<file path="config.mk">
export PLATFORM = sky130hd
export DESIGN_NAME = bidir_reg_xcvr
export DESIGN_NICKNAME = d
export VERILOG_FILES = /design/src/rtl/xcvr_pkg.sv /design/src/rtl/bus_keeper.sv /design/src/rtl/ctrl_edge.sv /design/src/rtl/dir_path.sv /design/src/rtl/bidir_reg_xcvr.sv
export SDC_FILE = /design/constraint.sdc
export NUM_CORES = 1
export LEC_CHECK = 0
export BUFFER_PORTS_ARGS = -buffer_cell sky130_fd_sc_hd__buf_2
export CORE_MARGIN = 3
export CORE_UTILIZATION = 50
export DETAILED_ROUTE_END_ITERATION = 16
export PLACE_DENSITY = 0.82
export SLEW_MARGIN = 10
export SYNTH_ARGS = -nofsm -noshare
export SYNTH_HDL_FRONTEND = slang
export SYNTH_SLANG_ARGS = --single-unit
</file>
<file path="constraint.sdc">
create_clock -name clk -period 3.1 [get_ports clk]
set_input_delay 0.155 -clock clk [delete_from_list [all_inputs] [get_ports clk]]
set_output_delay 0.155 -clock clk [all_outputs]
set_load 0.05 [all_outputs]
</file>
<file path="src/rtl/xcvr_pkg.sv">
package xcvr_pkg;
  // What a storage lane does on the next system clock edge.
  typedef enum logic [1:0] {
    ACT_HOLD   = 2'd0,
    ACT_FOLLOW = 2'd1,
    ACT_LOAD   = 2'd2
  } act_e;
endpackage

</file>
<file path="src/rtl/bus_keeper.sv">
module bus_keeper #(
  parameter int W       = 18,
  parameter bit HOLD_EN = 1'b1
) (
  input  logic         clk,
  input  logic         rst,
  input  logic [W-1:0] din,
  input  logic [W-1:0] drv,
  output logic [W-1:0] eff
);
  generate
    if (HOLD_EN) begin : g_hold
      for (genvar i = 0; i < W; i++) begin : g_bit
        logic keep_q;
        always_ff @(posedge clk) begin
          if (rst)         keep_q <= 1'b0;
          else if (drv[i]) keep_q <= din[i];
        end
        assign eff[i] = drv[i] ? din[i] : keep_q;
      end
    end else begin : g_pass
      assign eff = din;
    end
  endgenerate
endmodule

</file>
<file path="src/rtl/ctrl_edge.sv">
module ctrl_edge
  import xcvr_pkg::*;
(
  input  logic clk,
  input  logic rst,
  input  logic le,
  input  logic pclk,
  output act_e act
);
  logic le_q, pclk_q;
  logic pclk_rise, le_fall;

  always_ff @(posedge clk) begin
    if (rst) begin
      le_q   <= 1'b0;
      pclk_q <= 1'b0;
    end else begin
      le_q   <= le;
      pclk_q <= pclk;
    end
  end

  assign pclk_rise = pclk & ~pclk_q;
  assign le_fall   = le_q & ~le;

  // Transparency wins over a same-cycle clock edge.
  always_comb begin
    if (le)                    act = ACT_FOLLOW;
    else if (pclk_rise)        act = ACT_LOAD;
    else if (le_fall && !pclk) act = ACT_LOAD;
    else                       act = ACT_HOLD;
  end
endmodule

</file>
<file path="src/rtl/dir_path.sv">
module dir_path
  import xcvr_pkg::*;
#(
  parameter int W = 18
) (
  input  logic         clk,
  input  logic         rst,
  input  logic [W-1:0] eff,
  input  logic         oe_req,
  input  logic         le,
  input  logic         pclk,
  output logic [W-1:0] dout,
  output logic         oe
);
  act_e act;

  ctrl_edge u_edge (
    .clk  (clk),
    .rst  (rst),
    .le   (le),
    .pclk (pclk),
    .act  (act)
  );

  logic [W-1:0] store_q;
  logic         oe_q;

  always_ff @(posedge clk) begin
    if (rst) begin
      store_q <= '0;
      oe_q    <= 1'b0;
    end else begin
      oe_q <= oe_req;
      if (act != ACT_HOLD) store_q <= eff;
    end
  end

  assign dout = store_q;
  assign oe   = oe_q;
endmodule

</file>
<file path="src/rtl/bidir_reg_xcvr.sv">
module bidir_reg_xcvr #(
  parameter int W       = 18,
  parameter bit HOLD_EN = 1'b1
) (
  input  logic         clk,
  input  logic         rst,
  input  logic [W-1:0] a_din,
  input  logic [W-1:0] a_drv,
  output logic [W-1:0] a_dout,
  output logic         a_oe,
  input  logic [W-1:0] b_din,
  input  logic [W-1:0] b_drv,
  output logic [W-1:0] b_dout,
  output logic         b_oe,
  input  logic         ab_oe,
  input  logic         ab_le,
  input  logic         ab_pclk,
  input  logic         ba_oe_n,
  input  logic         ba_le,
  input  logic         ba_pclk
);
  logic [W-1:0] a_eff, b_eff;

  bus_keeper #(.W(W), .HOLD_EN(HOLD_EN)) u_keep_a (
    .clk (clk), .rst (rst), .din (a_din), .drv (a_drv), .eff (a_eff)
  );

  bus_keeper #(.W(W), .HOLD_EN(HOLD_EN)) u_keep_b (
    .clk (clk), .rst (rst), .din (b_din), .drv (b_drv), .eff (b_eff)
  );

  dir_path #(.W(W)) u_ab (
    .clk (clk), .rst (rst), .eff (a_eff), .oe_req (ab_oe),
    .le (ab_le), .pclk (ab_pclk), .dout (b_dout), .oe (b_oe)
  );

  dir_path #(.W(W)) u_ba (
    .clk (clk), .rst (rst), .eff (b_eff), .oe_req (~ba_oe_n),
    .le (ba_le), .pclk (ba_pclk), .dout (a_dout), .oe (a_oe)
  );
endmodule

</file>
**Word-level counts from Yosys, hierarchy flattened**

Cells that the tools add are included.

- Muxes and demuxes: 42
- Bitwise gates (word level): 9
- Reduce and logical (&&, ||, !) cells: 6

Operator list:

| operator | number |
|---|---|
| $mux W1 | 36 |
| $mux W2 | 6 |
| $not A1 Y1 | 5 |
| $and A1 B1 Y1 | 4 |
| $reduce_bool A2 Y1 | 2 |
| $logic_and A1 B1 Y1 | 2 |
| $logic_not A1 Y1 | 2 |

- Flip-flop bits (word level): 78
- Input port bits: 80
- Word-level logic and storage cells: 101

**Depth between registers and ports, before layout**

Gate-level depths: netlist of the first run.

- Word-level depth: 7
- Mapped depth: 4
- Mapped depth without buffers: 3

**Hierarchy**

A second synthesis of the first run with hierarchy kept.

- Cell total of the unflattened synthesis: 289
- Area total of the unflattened synthesis: 3,236.9 um^2

By module, submodules not included:

| module | times used | cells each | area each (um^2) | sequential area each (um^2) |
|---|---|---|---|---|
| bus_keeper | 2 | 55 | 783.3 | 360.3 |
| dir_path | 2 | 82 | 762.0 | 380.4 |
| ctrl_edge | 2 | 7 | 71.3 | 40.0 |
| bidir_reg_xcvr | 1 | 1 | 3.8 | 0.0 |

**Worst setup path after synthesis of the first run**

No wires, ideal clock.

- Path kind: register -> register
- Start point: register u_ab.u_edge.le_q
- End point: register u_ab.store_q[10], in the netlist u_ab.dout[10]
- Library setup time: 121 ps
- Data arrival time: 1,257 ps
- Data required time: 2,979 ps
- Path slack: 1,722 ps
- Cell stages (with the launch flop): 5
- Period minus slack after synthesis: 1,378 ps
- Cell sequence: dfxtp_1 or2_4 a21oi_4 buf_12 mux2_4

- Word-level cells in the longest chain between the ends: 6

RTL lines:

| item | RTL line | text |
|---|---|---|
| from (decl) | ctrl_edge.sv:10 | `logic le_q, pclk_q;` |
| from (signal assigned) | ctrl_edge.sv:18 | `le_q <= le;` |
| $and A1 B1 Y1 | ctrl_edge.sv:24 | `assign le_fall = le_q & ~le;` |
| $logic_and A1 B1 Y1 | ctrl_edge.sv:30 | `else if (le_fall && !pclk) act = ACT_LOAD;` |
| $mux W2 | ctrl_edge.sv:30 |  |
| $mux W2 | ctrl_edge.sv:29 | `else if (pclk_rise) act = ACT_LOAD;` |
| $mux W2 | ctrl_edge.sv:28 | `if (le) act = ACT_FOLLOW;` |
| $reduce_bool A2 Y1 | dir_path.sv:34 | `if (act != ACT_HOLD) store_q <= eff;` |
| to (signal assigned) | dir_path.sv:30 | `store_q <= '0;` |
| to (signal assigned) | dir_path.sv:34 |  |
| to (decl) | dir_path.sv:25 | `logic [W-1:0] store_q;` |

No other way between the ends.
A chain may end at the register's enable or synchronous reset.

**Worst setup path in the final report of the first run**

- Start point: register u_ab.u_edge.le_q
- End point: register u_ab.store_q[1], in the netlist u_ab.dout[1]

Same word-level chain as after synthesis.

==> summary.txt, run 1 <==
Synth
  • Simple-Gate Fraction of Synth Area: 0.1435
  • Ys async rst share: 0
  • Syn Nets: 324
  • Syn. warnings: 0
  • Post-synthesis mux area share: 0.2871
  • FF+latch count, synth: 78
  • Netlist cell types: 12
  • Share of the synthesized area in the top cell type: 0.5331
  • Mapped Area: 2929 µm²
  • Sequential share of the synthesized area: 0.5331
  • Top cells by count, synth: 78 x dfxtp_1, 41 x nor2b_1, 37 x nor2_1
  • Xor and xnor area share after synthesis: 0
  • Count leader, synth: dfxtp_1
  • Synth Instances: 244
  • Adder-cell share of the synthesized area: 0
  • Number of synthesized flops with an enable pin: 0
  • Largest cells by area after synthesis: dfxtp_1 53%, mux2i_1 12%, mux2_4 10%
  • Largest family of logic cells by synthesized area: multiplexers
  • Yosys top cell by area: dfxtp_1
  • Synth Flop Type: dfxtp_1
  • Compound-cell area share of the yosys netlist: 0.01111
  • Syn Area/Cell: 12.00 µm²

Power and ir drop
  • Sequential power share: 0.484
  • Clk pwr share: 0.356
  • Logic gate share of total power: 0.160
  • Switching share of power: 0.2602
  • NetSw: 0.0005849 W
  • Cell-internal power: 0.001663 W
  • P_leak: 1.872 nW
  • Pwr Density: 597.4 nW/µm²
  • Worst vdd ir: 0.0003309 V

Worst setup path
  • WS Path Type: reg2reg
  • Worst setup EP type: flip-flop
  • Crit start category: flip-flop
  • Critical-path maximum fanout: 18
  • Critical Path RT: 3.32 ns
  • Critical path arrival: 1.88 ns
  • CP max stage cell: a21oi_4
  • CP peak stage delay: 0.61 ns
  • CP cell instances: or2_4 -> a21oi_4 -> mux2_2

Timing
  • Final count of pins violating max slew: 0
  • Minimum clock period: 1.653 ns
  • RSZ-0062 raised after global routing: false
  • Hold slack: 0.02990 ns
  • Slew @ Worst Pin: 0.7420 ns
  • Final period utilization: 0.5333
  • Worst Clk Skew: 0.007010 ns
  • TNS Setup: 0 ns
  • Endpoints failing hold: 0
  • Max frequency: 0.6048 GHz
  • Final setup viols: 0
  • Rel. slew slack: 0.5042

Layout
  • Proportion of layout cells with a drive suffix above 1: 0.4688
  • Post-layout util: 0.6750
  • Finished Cell Area: 3762 µm²
  • Nets: 444
  • Area delta synth->final: 28.45%
  • ANT cells: 0

Clocking
  • Root buffer cell: clkbuf_8
  • Hold_buf cts: 1
  • Post_cts resized: 0
  • Clock buffer count from CTS: 9
  • CTS tree: yes
  • Skew-Pair Late Insertion Delay: 0.33 ns
  • Number of setup buffers added after CTS: 0
  • Sink Count: 78
  • Longest Clk Path Bufs: 2
  • H-tree depth: 3
  • Clk slew on worst S/H paths: 0.08 ns

Place
  • Buffers on Ports: 117
  • RePlAce Congestion: 0.6893
  • Post-DP Area: 3538 µm²
  • Detailed placement HPWL: 4066 µm

GRT
  • Largest net degree at the start of global routing: 47
  • Antenna violations before repair: 0
  • Number of global-route vias before repair: 2053
  • First-pass GRT wire length: 8783 µm
  • All-Layer GR Usage: 0.1697
  • Total grt overflow: 0

Detailed routing
  • Routed vias: 2054
  • Post-DRT Antenna Nets: 0
  • DR iter-0 viols: 51
  • DR WL/cell: 12.65 µm
  • Routed wire length: 5579 µm
  • Drc violations: 0
  • TritonRoute pass-1 iters: 3
  • Drt via density: 4.658

Floorplanning
  • Core area: 5574 µm²
  • Die width: 82.54 µm
  • Full die area: 6813 µm²
  • Std cell rows: 27
  • # IOs: 118
  • Initial core utilization: 0.5255
  • Chip height: 82.54 µm

Worst hold path
  • HP Class: in2reg

Job
  • Max cap viols: 0

Outcome
  • Run status: completed
## cells by family after synthesis
logic type / count (synthesis)
AOI/OAI and AO/OA: 2
DFF: 78
muxes: 72
buffers and inverters: 10
and+or+nand+nor: 82
## power by group through the flow
stage | clock [W] | combinational [W] | sequential (W)
after detailed placement | 0 | 0.000363 | 0.00111
after floorplan | 0 | 0.000143 | 0.00122
final | 0.000800 | 0.000360 | 0.00109
after CTS | 0.000823 | 0.000365 | 0.00109
after global routing | 0.000872 | 0.000387 | 0.00110
after global placement | 0 | 0.000355 | 0.00111
## path summary, 6_finish.rpt
kind                                   startpoint                              end  slack [ns]  cells after the start
hold / removal                              ab_oe                          u_ab.oe        0.03                      2
setup / recovery                 u_ab.u_edge.le_q                     u_ab.dout[1]        1.45                      3
setup reg to reg                 u_ab.u_edge.le_q                     u_ab.dout[1]        1.45                      3
hold reg to reg   u_keep_b.g_hold.g_bit[5].keep_q  u_keep_b.g_hold.g_bit[5].keep_q        0.51                      2
## critical path, delay by kind of cell, from the launching register on
kind	cells	cell delay (ns)
simple gates	1	0.23
flops	1	0.30
mux	1	0.41
compound gates	1	0.61
## metrics by stage
step / power, W / setup slack, ns / std cells
final: 0.002248 / 1.447 / 441
after global routing: 0.002354 / 1.380 / 441
after CTS: 0.002276 / 1.413 / 441
after detailed placement: 0.001473 / 1.390 / 424
after global placement: 0.001464 / 1.426 / 424
after floorplan: 0.001367 / 1.722 / 244
## cells in the final DEF, fill, tap and decap left out
master | Yosys | final
a21oi_4 | 2 | 2
buf_2 | 3 | 117
buf_4 | 0 | 1
bufinv_16 | 0 | 2
clkbuf_1 | 5 | 1
clkbuf_8 | 0 | 9
clkinv_2 | 0 | 2
clkinv_4 | 0 | 1
clkinvlp_4 | 0 | 1
dfxtp_1 | 78 | 78
dlygate4sd3_1 | 0 | 1
mux2_2 | 16 | 16
mux2_4 | 20 | 20
mux2i_1 | 36 | 36
nand2_1 | 2 | 2
nor2_1 | 37 | 37
nor2b_1 | 41 | 41
or2_4 | 2 | 2
## layout make-up
| class | count | area, µm² |
|---|---|---|
| Fill cell | 432 | 1812 |
| Sequential cell | 78 | 1562 |
| Multi-Input combinational cell | 156 | 1294 |
| Timing Repair Buffer | 119 | 603.1 |
| Clock buffer | 10 | 127.6 |
| Tap cell | 72 | 90.09 |
| Clock inverter | 6 | 86.33 |
## layer usage
metal  track usage  wire length [µm]  up-vias
met5             0                 0        -
met4       0.08007                94        0
met3       0.06074               543        9
met2        0.2796              2585       78
met1        0.1959              2356      921
li1              -                 -     1046
## sequential cells by signal, indices dropped and copies added, names as in the netlist
signal                        cells
u_ab.dout                        18
u_ba.dout                        18
u_keep_b.g_hold.g_bit.keep_q     18
u_keep_a.g_hold.g_bit.keep_q     18
u_ab.u_edge.le_q                  1
u_ba.oe                           1
u_ba.u_edge.le_q                  1
u_ab.u_edge.pclk_q                1
u_ba.u_edge.pclk_q                1
u_ab.oe                           1
(Power assumes the default switching activity.)
==> run 2, diff against run 1 <==
--- a/config.mk
+++ b/config.mk
@@ -7,9 +7,9 @@
 export LEC_CHECK = 0
 export BUFFER_PORTS_ARGS = -buffer_cell sky130_fd_sc_hd__buf_2
 export CORE_MARGIN = 3
-export CORE_UTILIZATION = 50
+export CORE_UTILIZATION = 43
 export DETAILED_ROUTE_END_ITERATION = 16
-export PLACE_DENSITY = 0.82
+export PLACE_DENSITY = 0.75
 export SLEW_MARGIN = 10
 export SYNTH_ARGS = -nofsm -noshare
 export SYNTH_HDL_FRONTEND = slang
==> constraint.sdc (replaced) <==
create_clock -name clk -period 1.3 [get_ports clk]
set_input_delay 0.065 -clock clk [delete_from_list [all_inputs] [get_ports clk]]
set_output_delay 0.065 -clock clk [all_outputs]
set_load 0.05 [all_outputs]
==> run 2 against run 1 <==
Against the previous run:
- the flow now finishes with violations (negative setup slack)
- clock-buffer cell count grew 1
- via count grew 0.39%
- clock power grew 130%
- cell count grew 3.2%
- power grew 140%
- worst setup slack lost 1.5 ns
- global-route usage shrank 1.9 points
- highest routed layer unchanged
==> summary.txt, run 2 (synthesis gave the netlist of run 1 again) <==
Power and ir drop
  • P_leak: 1.964 nW (+4.9%)
  • NetSw: 0.001435 W (+150%)
  • Worst vdd ir: 0.0006899 V (+110%)
  • Clk pwr share: 0.344 (-0.012)
  • Logic gate share of total power: 0.173 (+0.013)
  • Cell-internal power: 0.003936 W (+140%)
  • Pwr Density: 1359 nW/µm² (+130%)
  • Switching share of power: 0.2672 (+0.007026)
  • Power consumption: 0.005371 W (+140%)
  • Sequential power share: 0.483 (about the same)

Timing
  • Max frequency: 0.7564 GHz (+25%)
  • Rel. slew slack: 0.8248 (+0.3205)
  • Worst Clk Skew: 0.009836 ns (+0.002826 ns)
  • Final setup viols: 19 (+19)
  • Endpoints failing hold: 0 (unchanged)
  • Minimum clock period: 1.322 ns (-0.3313 ns)
  • Slew @ Worst Pin: 0.2647 ns (-0.4773 ns)
  • Final period utilization: 1.017 (+0.4836)
  • Setup slack after layout: -0.02202 ns (-1.469 ns)
  • RSZ-0062 raised after global routing: true
  • Final count of pins violating max slew: 0 (unchanged)
  • Hold slack: 0.008534 ns (-0.02136 ns)

Clocking
  • Number of setup buffers added after CTS: 0 (unchanged)
  • Root buffer cell: clkbuf_8
  • Sink Count: 78 (unchanged)
  • CTS tree: yes
  • Skew-Pair Late Insertion Delay: 0.33 ns (about the same)
  • Clock buffer count from CTS: 9 (unchanged)
  • Longest Clk Path Bufs: 2 (unchanged)
  • H-tree depth: 3 (unchanged)
  • Clk slew on worst S/H paths: 0.08 ns (about the same)

Worst setup path
  • Reg2reg end: u_ab.dout[11]
  • Crit start category: flip-flop
  • Critical Path RT: 1.52 ns (-1.80 ns)
  • WS Path Type: reg2reg
  • Critical-path maximum fanout: 10 (-8)
  • Worst r2r src: u_ab.u_edge.le_q
  • R2R setup slack: -0.02 ns (-1.47 ns)
  • R2r worst-path depth: 4 (+1)
  • Worst setup EP type: flip-flop
  • Critical path arrival: 1.54 ns (-0.34 ns)

Layout
  • Filler cells: 537 (+24%)
  • Non-filler cells, final: 455 (+3.2%)
  • Proportion of layout cells with a drive suffix above 1: 0.4709 (+0.002065)
  • Finished Cell Area: 3953 µm² (+5.1%)
  • ANT cells: 0 (unchanged)
  • Most common cell after layout, fill and taps aside: buf_2
  • Nets: 453 (+2.0%)
  • Area delta synth->final: 34.94%
  • Most frequent cells in the layout: 117 x buf_2, 78 x dfxtp_1, 41 x nor2b_1, 37 x nor2_1

Worst hold path
  • Worst hold stages: 2 (unchanged)
  • Hold EP: u_ba.u_edge.pclk_q
  • HP Class: in2reg
  • Hold path start: ba_pclk

Detailed routing
  • DR iter-0 viols: 43 (-16%)
  • Drc violations: 0 (unchanged)
  • TritonRoute pass-1 iters: 4 (+1)
  • Routed vias: 2062 (+0.39%)
  • Post-DRT Antenna Nets: 0 (unchanged)
  • DR WL/cell: 12.51 µm (-1.1%)
  • Drt via density: 4.532 (-2.7%)
  • Routed wire length: 5693 µm (+2.0%)

Floorplanning
  • Std cell rows: 29 (+7.4%)
  • Die width: 88.54 µm (+7.3%)
  • Chip height: 88.54 µm (+7.3%)
  • # IOs: 118 (unchanged)
  • Full die area: 7838 µm² (+15%)
  • Core area: 6459 µm² (+16%)
  • Initial core utilization: 0.4535 (-0.07197)

Place
  • Detailed placement HPWL: 4005 µm (-1.5%)
  • Placed Instances: 433 (+2.1%)
  • Buffers on Ports: 117 (unchanged)
  • Post-DP Area: 3625 µm² (+2.4%)
  • Placement Setup Slack: -0.02796 ns (-1.418 ns)
  • RePlAce Congestion: 0.7170 (+4.0%)

GRT
  • Antenna violations before repair: 0 (unchanged)
  • Total grt overflow: 0 (unchanged)
  • All-Layer GR Usage: 0.1511 (-0.01863)
  • Number of global-route vias before repair: 2092 (+1.9%)
  • First-pass GRT wire length: 9211 µm (+4.9%)
  • Largest net degree at the start of global routing: 55 (+17%)

Job
  • Max cap viols: 0 (unchanged)

Outcome
  • Failing checks: negative setup slack
  • Run status: complete, but fails checks
==> run 2: worst max-delay path, stage by stage, from the launching register on <==
cell and delay [ns]:
dfxtp_1 0.31, or2_4 0.23, a21oi_4 0.19, buf_12 0.17, mux2_4 0.30
==> run 2: timing repair <==
action | CTS | global route
endpoints found under the hold margin | 6 | 0
setup endpoints to repair | 25 | 36
hold buffers | 6 | 0
gates resized for setup | 16 | 0
==> run 2: layout make-up <==
| cell class | count | area [µm²] | share of cell area |
|---|---|---|---|
| flip-flops and latches | 78 | 1562 | 0.3951 |
| clock buffers | 11 | 151.4 | 0.03830 |
| multi-input cells | 156 | 1354 | 0.3425 |
| well taps | 77 | 96.34 | 0.02437 |
| repair buffers | 128 | 733.2 | 0.1855 |
| clock inverters | 5 | 56.30 | 0.01425 |
==> run 2: how the worst max path moves through the flow <==
stage	start	endpoint	slack [ns]
6_report	u_ab.u_edge.le_q	u_ab.dout[11]	-0.02
5_1_grt	u_ab.u_edge.le_q	u_ab.dout[11]	-0.08
4_1_cts	u_ab.u_edge.le_q	u_ab.dout[11]	-0.03
3_5_place_dp	u_ab.u_edge.le_q	u_ab.dout[17]	-0.03
3_3_place_gp	u_ab.u_edge.le_q	u_ab.dout[17]	-0.004
2_1_floorplan	u_ab.u_edge.le_q	u_ab.dout[10]	-0.06
==> run 2: power groups by stage <==
stage,logic [W],registers [W],clock network (W)
floorplan,0.000340,0.00292,0
global placement,0.000878,0.00265,0
detailed placement,0.000894,0.00265,0
CTS,0.000939,0.00260,0.00190
global route,0.00100,0.00261,0.00201
finish,0.000931,0.00259,0.00185
==> run 2: metal layers <==
layer  track usage  routed length, µm  part of all wire  up-vias
li1              -                  -                 -     1066
met1        0.1949               2707              0.48      902
met4       0.07005                 89             0.016        0
met2        0.2332               2377              0.42       84
met5             0                  0                 0        -
met3       0.04469                518             0.091       10
==> run 2: stage by stage <==
| stage | TNS (ns) | util |
|---|---|---|
| after detailed placement | -0.2242 | 0.5612 |
| after global placement | -0.003849 | 0.5612 |
| final | -0.1704 | 0.6120 |
| after floorplan | -1.169 | - |
| after CTS | -0.3382 | 0.6120 |
| after global routing | -1.951 | 0.6120 |
==> run 3, diff against run 2 <==
--- a/config.mk
+++ b/config.mk
@@ -10,6 +10,7 @@
 export CORE_UTILIZATION = 43
 export DETAILED_ROUTE_END_ITERATION = 16
 export PLACE_DENSITY = 0.75
+export SKIP_LAST_GASP = 1
 export SLEW_MARGIN = 10
 export SYNTH_ARGS = -nofsm -noshare
 export SYNTH_HDL_FRONTEND = slang
==> run 3 against run 2 <==
Against the previous run:
- the flow still finishes with violations (negative setup slack)
- critical endpoint is now u_ab.dout[17]
- fmax decreased by 0.82%
- register-to-register slack about the same
- largest cell class unchanged
- core utilization decreased by 0.21 points
- via count increased by 0.19%
- routed wire length decreased by 1.0%
- first-iteration DRC count unchanged
- worst setup slack got worse by 0.011 ns
- cell count increased by 0.44%
- flip-flop and latch count unchanged
- worst hold slack improved by 0.0079 ns
==> summary.txt, run 3 (synthesis gave the netlist of run 1 again) <==
Outcome
  • Run status: complete, but fails checks
  • Failing checks: negative setup slack

Layout
  • Filler cells: 537 (unchanged)
  • Most frequent cells in the layout: 117 x buf_2, 78 x dfxtp_1, 41 x nor2b_1, 37 x nor2_1, 36 x mux2i_1
  • Multi-input gate area: 1320 µm² (-2.5%)
  • Reg area: 1562 µm² (unchanged)
  • Most common cell after layout, fill and taps aside: buf_2
  • Area delta synth->final: 34.47%
  • Finished Cell Area: 3939 µm² (-0.35%)
  • Nets: 455 (+0.44%)
  • Proportion of layout cells with a drive suffix above 1: 0.4684 (-0.002478)
  • ANT cells: 0 (unchanged)
  • Non-filler cells, final: 457 (+0.44%)

Worst setup path
  • Critical-path maximum fanout: 10 (unchanged)
  • Worst r2r src: u_ab.u_edge.le_q
  • Critical path arrival: 1.57 ns (+0.03 ns)
  • R2R setup slack: -0.03 ns (about the same)
  • Worst setup EP type: flip-flop
  • R2r worst-path depth: 4 (unchanged)
  • Reg2reg end: u_ab.dout[17]
  • WS Path Type: reg2reg
  • CP max stage cell: mux2_2
  • Critical Path RT: 1.53 ns (about the same)
  • CP peak stage delay: 0.33 ns (+0.02 ns)
  • Crit start category: flip-flop
  • CP cell instances: or2_4 -> a21oi_4 -> buf_12 -> mux2_2

Clocking
  • Clk slew on worst S/H paths: 0.08 ns (about the same)
  • CTS tree: yes
  • Skew-Pair Late Insertion Delay: 0.33 ns (about the same)
  • Number of setup buffers added after CTS: 0 (unchanged)
  • Root buffer cell: clkbuf_8
  • H-tree depth: 3 (unchanged)
  • Clock buffer count from CTS: 9 (unchanged)
  • Sink Count: 78 (unchanged)
  • Longest Clk Path Bufs: 2 (unchanged)

Timing
  • Worst Clk Skew: 0.01124 ns (+0.001405 ns)
  • TNS Setup: -0.2811 ns (-0.1107 ns)
  • Setup slack after layout: -0.03300 ns (-0.01098 ns)
  • Slew @ Worst Pin: 0.2647 ns (unchanged)
  • Final count of pins violating max slew: 0 (unchanged)
  • RSZ-0062 raised after global routing: true
  • Minimum clock period: 1.333 ns (+0.01098 ns)
  • Rel. slew slack: 0.8248 (unchanged)
  • Final period utilization: 1.025 (+0.008450)
  • Max frequency: 0.7502 GHz (-0.82%)
  • Endpoints failing hold: 0 (unchanged)
  • Final setup viols: 25 (+6)

Floorplanning
  • Die width: 88.54 µm (unchanged)
  • Full die area: 7838 µm² (unchanged)
  • Initial core utilization: 0.4535 (unchanged)
  • Std cell rows: 29 (unchanged)
  • Chip height: 88.54 µm (unchanged)
  • Core area: 6459 µm² (unchanged)
  • # IOs: 118 (unchanged)

Place
  • Post-DP Area: 3625 µm² (unchanged)
  • Buffers on Ports: 117 (unchanged)
  • Detailed placement HPWL: 4005 µm (unchanged)
  • Placement Setup Slack: -0.02796 ns (unchanged)
  • RePlAce Congestion: 0.7170 (unchanged)
  • Placed Instances: 433 (unchanged)

Detailed routing
  • DR WL/cell: 12.33 µm (-1.4%)
  • Routed vias: 2066 (+0.19%)
  • Post-DRT Antenna Nets: 0 (unchanged)
  • Drt via density: 4.521 (-0.24%)
  • Routed wire length: 5636 µm (-1.0%)
  • TritonRoute pass-1 iters: 4 (unchanged)
  • Drc violations: 0 (unchanged)
  • DR iter-0 viols: 43 (unchanged)

GRT
  • All-Layer GR Usage: 0.1509 (-0.0001939)
  • Largest net degree at the start of global routing: 55 (unchanged)
  • Antenna violations before repair: 0 (unchanged)
  • Total grt overflow: 0 (unchanged)
  • Number of global-route vias before repair: 2090 (-0.096%)
  • First-pass GRT wire length: 9197 µm (-0.15%)

Job
  • Max cap viols: 0 (unchanged)

Power and ir drop
  • P_leak: 1.952 nW (-0.61%)
  • Worst vdd ir: 0.0006905 V (about the same)
  • Power consumption: 0.005349 W (-0.41%)
  • Pwr Density: 1358 nW/µm² (about the same)

Worst hold path
  • Worst hold stages: 2 (unchanged)
  • Hold path start: ba_pclk
  • HP Class: in2reg
  • Hold EP: u_ba.u_edge.pclk_q
run 3: cell count changes in the layout (fill, tap and decap cells not counted):
| cell | change |
|---|---|
| mux2_2 | +9 |
| mux2_4 | -9 |
| dlygate4sd3_1 | +2 |
run 3: repair_timing:
item / 4_1_cts / 5_1_grt
endpoints found under the setup margin: 25 / 36
cloned: 0 / 0
hold buffers: 8 / 0
gates resized for setup: 7 / 0
endpoints found under the hold margin: 8 / 0
run 3: layout make-up:
cell class | count | area share
Sequential cell | 78 | 0.3964
Multi-Input combinational cell | 156 | 0.3351
Timing Repair Buffer | 130 | 0.1912
Clock buffer | 11 | 0.03844
Tap cell | 77 | 0.02446
Clock inverter | 5 | 0.01429
run 3: worst max-delay path: cells and delay by family (launching register included):
kind	cells	cell delay, ns
compound gates	1	0.19
buf+inv	1	0.17
flops	1	0.31
mux	1	0.33
simple gates	1	0.23
run 3: worst max-delay path by stage:
stage	startpoint	to	slack, ns
after floorplan	u_ab.u_edge.le_q	u_ab.dout[10]	-0.06
after global placement	u_ab.u_edge.le_q	u_ab.dout[17]	-0.004
after detailed placement	u_ab.u_edge.le_q	u_ab.dout[17]	-0.03
after CTS	u_ab.u_edge.le_q	u_ab.dout[17]	-0.04
after global routing	u_ab.u_edge.le_q	u_ab.dout[17]	-0.1
final	u_ab.u_edge.le_q	u_ab.dout[17]	-0.03
run 3: where the power goes:
part	switching, W	internal, W
Clock	0.000843	0.000992
Combinational	0.000524	0.000395
Sequential	0.0000544	0.00254
Total	0.00142	0.00393
run 3: metal layers:
| layer | vias to the layer above | track usage | share of wire |
|---|---|---|---|
| met3 | 8 | 0.04469 | 0.090 |
| met1 | 900 | 0.1920 | 0.46 |
| met4 | 0 | 0.07005 | 0.012 |
| li1 | 1073 | - | - |
| met5 | - | 0 | 0 |
| met2 | 85 | 0.2359 | 0.44 |
run 3: stage by stage:
step,utilization,hold slack (ns)
2_1_floorplan,-,0.1317
6_report,0.6098,0.01645
3_5_place_dp,0.5612,0.2356
5_1_grt,0.6098,0.01266
4_1_cts,0.6098,0.002017
3_3_place_gp,0.5612,0.2178
